==> config.mk <==
export PLATFORM = sky130hd
export DESIGN_NAME = rail_sequencer
export DESIGN_NICKNAME = d
export VERILOG_FILES = /design/src/rtl/rs_pkg.sv /design/src/rtl/rs_sync.sv /design/src/rtl/rs_timer.sv /design/src/rtl/rs_fsm.sv /design/src/rtl/rail_sequencer.sv
export SDC_FILE = /design/constraint.sdc
export NUM_CORES = 1
export LEC_CHECK = 0
export BUFFER_PORTS_ARGS = -buffer_cell sky130_fd_sc_hd__buf_2
export CORE_ASPECT_RATIO = 0.6
export CORE_MARGIN = 5
export CORE_UTILIZATION = 49
export CTS_BUF_LIST = sky130_fd_sc_hd__clkbuf_16
export DETAILED_ROUTE_END_ITERATION = 8
export GPL_ROUTABILITY_DRIVEN = 1
export GPL_TIMING_DRIVEN = 1
export PLACE_DENSITY = 0.77
export SLEW_MARGIN = 20
export SYNTH_ARGS = -nofsm -noshare
export SYNTH_HDL_FRONTEND = slang
export SYNTH_HIERARCHICAL = 1
export SYNTH_SLANG_ARGS = --single-unit
export TNS_END_PERCENT = 20
==> constraint.sdc <==
create_clock -name clk -period 3 [get_ports clk]
set_input_delay 0.15 -clock clk [delete_from_list [all_inputs] [get_ports clk]]
set_output_delay 0.15 -clock clk [all_outputs]
set_load 0.02 [all_outputs]
==> src/rtl/rs_pkg.sv <==
package rs_pkg;
  typedef enum logic [2:0] {
    ST_IDLE,
    ST_START,
    ST_UP,
    ST_ON,
    ST_DOWN
  } seq_state_e;
endpackage

==> src/rtl/rs_sync.sv <==
module rs_sync #(
  parameter int WIDTH  = 1,
  parameter int STAGES = 2
) (
  input  logic             clk,
  input  logic             rst_n,
  input  logic [WIDTH-1:0] d_i,
  output logic [WIDTH-1:0] q_o
);
  logic [WIDTH-1:0] chain [STAGES];

  for (genvar k = 0; k < STAGES; k++) begin : g_stage
    if (k == 0) begin : g_first
      always_ff @(posedge clk or negedge rst_n) begin
        if (!rst_n) chain[k] <= '0;
        else        chain[k] <= d_i;
      end
    end else begin : g_next
      always_ff @(posedge clk or negedge rst_n) begin
        if (!rst_n) chain[k] <= '0;
        else        chain[k] <= chain[k-1];
      end
    end
  end

  assign q_o = chain[STAGES-1];
endmodule

==> src/rtl/rs_timer.sv <==
module rs_timer #(
  parameter int W = 16
) (
  input  logic         clk,
  input  logic         rst_n,
  input  logic         load_i,
  input  logic [W-1:0] val_i,
  output logic         done_o
);
  logic [W-1:0] cnt;

  always_ff @(posedge clk or negedge rst_n) begin
    if (!rst_n)          cnt <= '0;
    else if (load_i)     cnt <= val_i;
    else if (cnt != '0)  cnt <= cnt - W'(1);
  end

  assign done_o = (cnt == '0);
endmodule

==> src/rtl/rs_fsm.sv <==
module rs_fsm
  import rs_pkg::*;
#(
  parameter int NUM_RAILS = 4,
  parameter int DLY_W     = 16,
  parameter int LVL_W     = 3,
  parameter int GAP_W     = 48
) (
  input  logic             clk,
  input  logic             rst_n,
  input  logic             win_ok_i,
  input  logic             seq_ok_i,
  input  logic             step_done_i,
  input  logic [DLY_W-1:0] start_dly_i,
  input  logic [GAP_W-1:0] gap_dly_i,
  output logic             load_o,
  output logic [DLY_W-1:0] load_val_o,
  output logic [LVL_W-1:0] lvl_o
);
  localparam logic [LVL_W-1:0] LVL_MAX = LVL_W'(NUM_RAILS);
  localparam logic [LVL_W-1:0] LVL_ONE = LVL_W'(1);

  // gap that precedes rail index 'rail' (rail 1 = B)
  function automatic logic [DLY_W-1:0] gap_pick(input logic [GAP_W-1:0] gaps,
                                                input logic [LVL_W-1:0] rail);
    int idx;
    idx = int'(rail) - 1;
    if (idx < 0) idx = 0;
    return gaps[idx*DLY_W +: DLY_W];
  endfunction

  seq_state_e       state_q, state_d;
  logic [LVL_W-1:0] lvl_q, lvl_d;

  always_comb begin
    state_d    = state_q;
    lvl_d      = lvl_q;
    load_o     = 1'b0;
    load_val_o = '0;
    if (!win_ok_i) begin
      state_d = ST_IDLE;
      lvl_d   = '0;
    end else begin
      unique case (state_q)
        ST_IDLE: begin
          if (seq_ok_i) begin
            state_d    = ST_START;
            load_o     = 1'b1;
            load_val_o = start_dly_i;
          end
        end
        ST_START: begin
          if (!seq_ok_i) begin
            state_d = ST_IDLE;
          end else if (step_done_i) begin
            lvl_d      = LVL_ONE;
            state_d    = (LVL_ONE == LVL_MAX) ? ST_ON : ST_UP;
            load_o     = 1'b1;
            load_val_o = gap_pick(gap_dly_i, LVL_ONE);
          end
        end
        ST_UP: begin
          if (!seq_ok_i) begin
            lvl_d = lvl_q - LVL_ONE;
            if (lvl_q == LVL_ONE) begin
              state_d = ST_IDLE;
            end else begin
              state_d    = ST_DOWN;
              load_o     = 1'b1;
              load_val_o = gap_pick(gap_dly_i, lvl_q - LVL_ONE);
            end
          end else if (step_done_i) begin
            lvl_d = lvl_q + LVL_ONE;
            if (lvl_q + LVL_ONE == LVL_MAX) begin
              state_d = ST_ON;
            end else begin
              load_o     = 1'b1;
              load_val_o = gap_pick(gap_dly_i, lvl_q + LVL_ONE);
            end
          end
        end
        ST_ON: begin
          if (!seq_ok_i) begin
            lvl_d = lvl_q - LVL_ONE;
            if (lvl_q == LVL_ONE) begin
              state_d = ST_IDLE;
            end else begin
              state_d    = ST_DOWN;
              load_o     = 1'b1;
              load_val_o = gap_pick(gap_dly_i, lvl_q - LVL_ONE);
            end
          end
        end
        ST_DOWN: begin
          if (step_done_i) begin
            lvl_d = lvl_q - LVL_ONE;
            if (lvl_q == LVL_ONE) begin
              state_d = ST_IDLE;
            end else begin
              load_o     = 1'b1;
              load_val_o = gap_pick(gap_dly_i, lvl_q - LVL_ONE);
            end
          end
        end
        default: begin
          state_d = ST_IDLE;
          lvl_d   = '0;
        end
      endcase
    end
  end

  always_ff @(posedge clk or negedge rst_n) begin
    if (!rst_n) begin
      state_q <= ST_IDLE;
      lvl_q   <= '0;
    end else begin
      state_q <= state_d;
      lvl_q   <= lvl_d;
    end
  end

  assign lvl_o = lvl_q;
endmodule

==> src/rtl/rail_sequencer.sv <==
module rail_sequencer #(
  parameter int NUM_RAILS   = 4,
  parameter int DLY_W       = 16,
  parameter int SYNC_STAGES = 2,
  parameter bit ACTIVE_LOW  = 1'b0
) (
  input  logic                           clk,
  input  logic                           rst_n,
  input  logic                           uv_ok_i,
  input  logic                           ov_ok_i,
  input  logic                           seq_en_i,
  input  logic [DLY_W-1:0]               start_dly_i,
  input  logic [(NUM_RAILS-1)*DLY_W-1:0] gap_dly_i,
  output logic [NUM_RAILS-1:0]           rail_en_o,
  output logic                           fault_o
);
  localparam int LVL_W = $clog2(NUM_RAILS + 1);
  localparam int GAP_W = (NUM_RAILS - 1) * DLY_W;

  logic [2:0]           raw_in;
  logic [2:0]           sync_in;
  logic                 win_ok;
  logic                 seq_ok;
  logic                 step_done;
  logic                 tmr_load;
  logic [DLY_W-1:0]     tmr_val;
  logic [LVL_W-1:0]     rail_lvl;
  logic [NUM_RAILS-1:0] rail_act;

  assign raw_in = {seq_en_i, ov_ok_i, uv_ok_i};

  rs_sync #(.WIDTH(3), .STAGES(SYNC_STAGES)) u_sync (
    .clk   (clk),
    .rst_n (rst_n),
    .d_i   (raw_in),
    .q_o   (sync_in)
  );

  assign win_ok = sync_in[0] & sync_in[1];
  assign seq_ok = sync_in[2];

  rs_timer #(.W(DLY_W)) u_timer (
    .clk    (clk),
    .rst_n  (rst_n),
    .load_i (tmr_load),
    .val_i  (tmr_val),
    .done_o (step_done)
  );

  rs_fsm #(
    .NUM_RAILS (NUM_RAILS),
    .DLY_W     (DLY_W),
    .LVL_W     (LVL_W),
    .GAP_W     (GAP_W)
  ) u_fsm (
    .clk         (clk),
    .rst_n       (rst_n),
    .win_ok_i    (win_ok),
    .seq_ok_i    (seq_ok),
    .step_done_i (step_done),
    .start_dly_i (start_dly_i),
    .gap_dly_i   (gap_dly_i),
    .load_o      (tmr_load),
    .load_val_o  (tmr_val),
    .lvl_o       (rail_lvl)
  );

  for (genvar i = 0; i < NUM_RAILS; i++) begin : g_rail
    assign rail_act[i] = (rail_lvl > LVL_W'(i));
  end

  if (ACTIVE_LOW) begin : g_pol_low
    assign rail_en_o = ~rail_act;
  end else begin : g_pol_high
    assign rail_en_o = rail_act;
  end

  assign fault_o = ~win_ok;
endmodule

==> results of run 1 <==
## cells in the final DEF (no fill, tap or decap), types with 3 or more instances in the layout
cell type / Yosys / routed
a211oi_1: 3 / 3
a21oi_1: 23 / 23
a22o_1: 3 / 3
a32o_1: 16 / 16
buf_2: 12 / 73
buf_4: 5 / 16
clkbuf_16: 0 / 3
dfrtp_1: 28 / 28
dlygate4sd3_1: 0 / 4
ha_1: 6 / 6
inv_1: 8 / 8
mux2i_1: 20 / 20
nand2_1: 49 / 49
nand2b_1: 3 / 3
nand3_1: 6 / 6
nor2_1: 31 / 31
nor2b_1: 4 / 4
nor3_1: 7 / 7
o21a_1: 3 / 3
o21ai_0: 7 / 7
o221ai_1: 20 / 20
o221ai_2: 10 / 10
o31a_1: 3 / 3
o31ai_1: 7 / 7
xnor2_1: 7 / 7
## power by group through the flow
stage / registers, mW / logic [mW] / clock network [mW]
2_1_floorplan: 0.575 / 0.450 / 0
3_3_place_gp: 0.608 / 0.586 / 0
3_5_place_dp: 0.619 / 0.601 / 0
4_1_cts: 0.613 / 0.609 / 0.407
5_1_grt: 0.632 / 0.685 / 0.418
6_report: 0.616 / 0.616 / 0.401
## metal layers
| metal | GRT usage [%] | part of all wire (%) | vias to the layer above |
|---|---|---|---|
| met2 | 37.2 | 45 | 177 |
| li1 | - | - | 1457 |
| met4 | 5.39 | 0.97 | 0 |
| met3 | 4.79 | 10 | 14 |
| met1 | 33.4 | 44 | 1409 |
| met5 | 0 | 0 | - |
## critical path, cell delays in order, from the launching register on
cell	delay (ns)
dfrtp_1	0.42
inv_1	0.10
ha_1	0.21
nor4b_4	0.25
and4_1	0.27
and3b_1	0.26
and3_1	0.18
nor3_1	0.04
a21boi_1	0.20
buf_4	0.30
a211oi_1	0.09
a221o_1	0.33
## cells in the mapped netlist, types with 2 or more instances
cell type	count	share of area, %
nand2_1	49	6.3
nor2_1	31	4.0
dfrtp_1	28	24
a21oi_1	23	3.9
mux2i_1	20	6.8
o221ai_1	20	6.0
a32o_1	16	5.5
clkbuf_1	13	1.7
buf_2	12	2.0
o221ai_2	10	5.1
inv_1	8	1.0
nor3_1	7	1.2
o21ai_0	7	1.2
o31ai_1	7	1.8
xnor2_1	7	2.1
ha_1	6	2.6
nand3_1	6	1.0
buf_4	5	1.3
nor2b_1	4	0.85
a211oi_1	3	0.77
a22o_1	3	0.89
nand2b_1	3	0.64
o21a_1	3	0.77
o31a_1	3	0.89
a21boi_0	2	0.51
a21o_2	2	0.60
and2_1	2	0.43
and4_1	2	0.60
nand4b_1	2	0.60
nor3_2	2	0.68
nor4_1	2	0.43
nor4_4	2	1.4
nor4b_4	2	1.6
o22a_1	2	0.60
o311ai_0	2	0.60
or2b_1	2	0.51
xor2_1	2	0.60
## path summary, 6_finish.rpt
check	end	slack, ns	cells past startpoint	from
setup / recovery	u_timer/cnt[15]	0.22	11	u_timer/cnt[0]
min in group asynchronous	u_fsm/state_q[2]	0.43	2	rst_n
setup reg to reg	u_timer/cnt[15]	0.22	11	u_timer/cnt[0]
hold reg to reg	u_sync/q_o[0]	0.35	0	u_sync/chain[3]
hold / removal	u_timer/cnt[11]	0.33	6	start_dly_i[11]
max in group asynchronous	u_timer/cnt[14]	2.16	2	rst_n
## flip-flops by register name (all words and copies together), names as in the netlist
name,flops
u_timer/cnt,16
u_fsm/lvl_o,3
u_fsm/state_q,3
u_sync/chain,3
u_sync/q_o,3
## kinds of logic after synthesis
group,after synthesis
xor+xnor,10
simple gates,130
fa+ha+maj,6
flops,28
compound gates,115
buf+inv,40
mux,20
## through the flow
| stage | hold WS (ns) | setup WS, ns | cell area (um^2) | total power [mW] |
|---|---|---|---|---|
| after floorplan | -0.146 | 0.0166 | 2940 | 1.02 |
| after global placement | 0.202 | 0.380 | 3360 | 1.19 |
| after detailed placement | 0.213 | 0.256 | 3360 | 1.22 |
| after CTS | 0.331 | 0.249 | 3500 | 1.63 |
| after global routing | 0.355 | 0.0434 | 3500 | 1.73 |
| final | 0.333 | 0.224 | 3500 | 1.63 |
## area by class of cell
type	count	area [um^2]
fillers	509	2200
multi-input cells	281	2040
flip-flops and latches	28	701
repair buffers	93	526
well taps	80	100
clock buffers	3	75.1
clock inverters	1	30.0
inverters	8	30.0
## timing repair
action | in CTS | in global routing
hold buffers | 4 | 0
endpoints found under the hold margin | 31 | 0
setup buffers | 0 | 0
==> impl_metrics.py, run 1 <==
metrics = {
    "synthesis": {
        "synth.net_count": 424,
        "async_flop_share_pct": 100,
        "yosysUniqueCellTypes": 66,
        "ys.warnings.count": 6,
        "synth-adder-area-share_pct": 2.56,
        "synth_edf_count": 0,
        "synthCells": 349,
        "simple_gate_share_of_the_synthesized_area_pct": 24.2,
        "synth_compound_area_share_pct": 32.7,
        "mappedNetlistArea_um2": 2940,
        "synth_top_family_by_area": "compound AO/OA/AOI/OAI gates",
        "synth.area.mux_share_pct": 6.82,
        "synth_flop_cell": "dfrtp_1",
        "synth_xor_area_share_pct": 3.24,
        "syn_area_per_cell_um2": 8.41,
        "yosys_register_bits": 28,
        "ys_seq_area_share_pct": 23.9,
    },
    "power": {
        "power.density_cell_area_nw_per_um2": 466,
        "leakagePower_nw": 1.45,
        "share_comb_of_total_power_pct": 37.7,
        "switching_share_pct": 36.6,
        "internal-power_mw": 1.04,
        "power_frac_seq_pct": 37.7,
        "switching_power_mw": 0.598,
        "share_clk_of_total_power_pct": 24.6,
        "vdd_ir_drop_max_mv": 0.257,
    },
    "drt": {
        "first_iter_violations": 324,
        "routed_wire_length_um": 9060,
        "ant_nets": 0,
        "detailedRoute.firstPassIterationCount": 6,
        "detailroute.via_count": 3057,
        "routed_via_density": 6.19,
        "remaining_drc_errors": 0,
        "post_drt_wl_per_cell_um": 18.3,
    },
    "worst_setup_path": {
        "worst_ep_arrival_time_ns": 2.93,
        "setup.worst_path.class": "flop to flop",
        "worstPathRequired_ns": 3.15,
        "cp-end-kind": "flop",
        "cp-start-kind": "flop",
        "critical_path_fanout_max": 25,
    },
    "placement": {
        "finalWeightedCongestion": 0.836,
        "port_buffers": 73,
        "place.detailed.instances": 486,
        "placed_wire_length_estimate_after_detailed_placement_um": 6690,
    },
    "cells_and_area": {
        "post-route-util_pct": 61.5,
        "areaGrowthSynthToFinish_pct": 19.3,
        "final_layout_size_suffix_gt1_share_pct": 29.7,
        "antenna_cells": 0,
        "nets": 490,
        "instances_no_fill": 494,
    },
    "floorplan": {
        "core-area_um2": 5700,
        "placementRows": 21,
        "die_height_um": 70.0,
        "floorplan.die_area_um2": 7690,
        "io-pin-count": 74,
        "die-width_um": 110,
        "initial_core_util_pct": 51.5,
    },
    "clock_tree": {
        "clock_tree.buffer_depth": 2,
        "cts_root_buf": "clkbuf_16",
        "clock-sinks": 28,
        "clock_insertion_delay_worst_skew_ns": 0.27,
        "clock_tree_from_tritoncts": "built",
        "path_clk_slew_ns": 0.07,
        "cts_max_level": 1,
        "number_of_cts_inserted_buffers": 3,
        "cts-resized-gates": 0,
    },
    "sta": {
        "slew-limit-headroom_pct": 57.9,
        "max_freq_mhz": 360,
        "worst_slew_pin_slew_ns": 0.632,
        "setup_viol": 0,
        "fraction_of_the_cycle_the_final_worst_path_needs_pct": 92.5,
        "timing.setup.tns_ns": 0,
        "hold_violations": 0,
        "final.setup_skew_ns": 0.00656,
        "final-max-slew-violation-count": 0,
        "final_period_minus_worst_setup_slack_ns": 2.78,
        "setup_repair_after_global_routing_missed_its_margin": "no",
    },
    "grt": {
        "grt_max_degree": 35,
        "grt_antenna_before_repair": 0,
        "number_of_global_route_vias_before_repair": 3024,
        "grt_first_pass_wirelength_um": 15000,
        "globalRouteOverflowTotal": 0,
        "global_route.usage.total_pct": 23.8,
    },
    "hold_path": {
        "hold_path.class": "input pin to flop",
    },
    "status": {
        "run_status": "complete, no violations",
    },
    "run": {
        "max_cap_viol_count": 0,
    },
}
(Power assumes the default switching activity.)
==> inputs of run 2 (changes only) <==
Settings changed: CORE_ASPECT_RATIO 0.6 to 1.4.
==> impl_metrics.py, run 2 (same netlist as run 1, synthesis figures left out) <==
metrics = {
    "grt": {
        "global_routing_usage_on_met3_pct": 3.08,
        "global_routing_met2_resource_utilization_pct": 42.2,
        "top_usage_layer": "met2",
        "grt_max_degree": 29,
        "global_route.usage.total_pct": 23.1,
        "number_of_global_route_vias_before_repair": 3120,
        "grt_util_met1_pct": 26.0,
        "grt_first_pass_wirelength_um": 14200,
        "grt_antenna_before_repair": 0,
        "globalRouteOverflowTotal": 0,
    },
    "clock_tree": {
        "path_clk_slew_ns": 0.07,
        "clock-sinks": 28,
        "cts-resized-gates": 0,
        "cts_max_level": 1,
        "clock_insertion_delay_worst_skew_ns": 0.26,
        "clock_tree_from_tritoncts": "built",
        "postCtsHoldBufs": 4,
        "number_of_cts_inserted_buffers": 3,
        "post_cts_buffers": 0,
        "clock_tree.buffer_depth": 2,
        "cts_root_buf": "clkbuf_16",
    },
    "floorplan": {
        "floorplan.die_area_um2": 7660,
        "die_height_um": 102,
        "io-pin-count": 74,
        "initial_core_util_pct": 50.1,
        "placementRows": 33,
        "core-area_um2": 5860,
        "die-width_um": 75.4,
    },
    "worst_setup_path": {
        "setup.worst_path.class": "flop to flop",
        "worstPathRequired_ns": 3.15,
        "timing.rr.start": "u_timer/cnt[0]",
        "critical_path_fanout_max": 25,
        "cp-start-kind": "flop",
        "cp_slowest_cell": "dfrtp_1",
        "crit_path_max_incr_delay_ns": 0.42,
        "r2r_setup_slack_ns": 0.31,
        "worst_ep_arrival_time_ns": 2.84,
        "regToRegEndpoint": "u_timer/cnt[15]",
        "timing.reg2reg.worst_path_depth": 11,
        "cp-end-kind": "flop",
        "cp_cell_sequence": "inv_1, ha_1, nor4b_4, and4_1, and3b_1, and3_1, nor3_1, a21boi_1, buf_4, a211oi_1, a221o_1",
    },
    "sta": {
        "final_period_minus_worst_setup_slack_ns": 2.69,
        "final.setup_skew_ns": 0.00352,
        "setup_repair_after_global_routing_missed_its_margin": "no",
        "slew-limit-headroom_pct": 58.7,
        "hold_violations": 0,
        "fraction_of_the_cycle_the_final_worst_path_needs_pct": 89.8,
        "worst_slew_pin_slew_ns": 0.619,
        "setup_viol": 0,
        "timing.setup.tns_ns": 0,
        "max_freq_mhz": 371,
        "final-max-slew-violation-count": 0,
    },
    "power": {
        "vdd_ir_drop_max_mv": 0.270,
        "total_power_mw": 1.62,
        "share_clk_of_total_power_pct": 24.2,
        "internal-power_mw": 1.03,
        "switching_share_pct": 36.3,
        "power_frac_seq_pct": 38.1,
        "share_comb_of_total_power_pct": 37.6,
        "leakagePower_nw": 1.44,
        "switching_power_mw": 0.589,
        "power.density_cell_area_nw_per_um2": 466,
    },
    "placement": {
        "port_buffers": 73,
        "placed_wire_length_estimate_after_detailed_placement_um": 6410,
        "place_area_um2": 3330,
        "finalWeightedCongestion": 0.913,
    },
    "cells_and_area": {
        "layout_commonest_cell": "buf_2",
        "areaGrowthSynthToFinish_pct": 18.4,
        "n_fill_cell": 523,
        "largest_register_ff_count": 16,
        "post-route-cell-area_um2": 3480,
        "nets": 488,
        "antenna_cells": 0,
        "register_ranked_first_by_flip_flop_count": "u_timer/cnt",
        "register_area_um2": 701,
        "final_layout_size_suffix_gt1_share_pct": 29.4,
        "multiInputGateArea_um2": 2040,
        "most-common-layout-cells": "buf_2, nand2_1, nor2_1",
    },
    "drt": {
        "routed_wire_length_um": 8460,
        "remaining_drc_errors": 0,
        "detailroute.via_count": 3049,
        "detailedRoute.firstPassIterationCount": 5,
        "post_drt_wl_per_cell_um": 17.5,
        "routed_via_density": 6.33,
        "first_iter_violations": 145,
        "ant_nets": 0,
    },
    "hold_path": {
        "min_to": "u_timer/cnt[1]",
        "worst_hold_startpoint": "start_dly_i[1]",
        "hold_path.class": "input pin to flop",
        "holdPathStages": 6,
    },
    "run": {
        "max_cap_viol_count": 0,
    },
    "status": {
        "run_status": "complete, no violations",
    },
}
-- run 2: changes by cell type in the layout (fill, tap and decap cells not counted), sizes merged --
cell,before,now
buf,89,87
-- run 2: worst max path at each step --
stage | startpoint | end | slack (ns) | depth (start not counted)
finish | u_timer/cnt[0] | u_timer/cnt[15] | 0.31 | 11
global route | u_timer/cnt[0] | u_timer/cnt[15] | 0.15 | 11
CTS | u_timer/cnt[1] | u_timer/cnt[15] | 0.30 | 11
detailed placement | u_fsm/lvl_o[0] | u_timer/cnt[15] | 0.39 | 8
global placement | u_fsm/lvl_o[0] | u_timer/cnt[15] | 0.46 | 10
floorplan | u_timer/cnt[0] | u_timer/cnt[15] | 0.02 | 15
-- run 2: stage by stage --
stage          hold slack [ns]  utilization (%)  cells  setup slack, ns
2_1_floorplan           -0.146                -    349           0.0166
3_3_place_gp             0.205             56.8    474            0.462
3_5_place_dp             0.207             56.8    474            0.388
4_1_cts                  0.340             59.3    482            0.304
5_1_grt                  0.369             59.3    482            0.149
6_report                 0.339             59.3    482            0.307
-- run 2: power by group through the flow --
stage | clock network (mW) | registers, mW | logic [mW]
CTS | 0.398 | 0.615 | 0.608
global route | 0.416 | 0.628 | 0.675
global placement | 0 | 0.611 | 0.591
finish | 0.393 | 0.619 | 0.611
floorplan | 0 | 0.575 | 0.450
detailed placement | 0 | 0.619 | 0.595
-- run 2: per-layer routing --
| layer | wire, um | vias up |
|---|---|---|
| li1 | - | 1456 |
| met1 | 3240 | 1472 |
| met2 | 4550 | 96 |
| met3 | 361 | 25 |
| met4 | 296 | 0 |
| met5 | 0 | - |
-- run 2: cell type report --
class | count | area share (%)
clock buffers | 3 | 2.16
clock inverters | 1 | 0.864
inverters | 8 | 0.864
multi-input cells | 281 | 58.8
flip-flops and latches | 28 | 20.2
well taps | 70 | 2.52
repair buffers | 91 | 14.7
-- run 2: critical path, delay by kind of cell (launching register included) --
family	cells	cell delay [ns]
AND/OR/NAND/NOR	5	0.92
AO/OA/AOI/OAI	3	0.62
flip-flops	1	0.42
buffers and inverters	2	0.39
adder cells (fa/ha/maj)	1	0.21
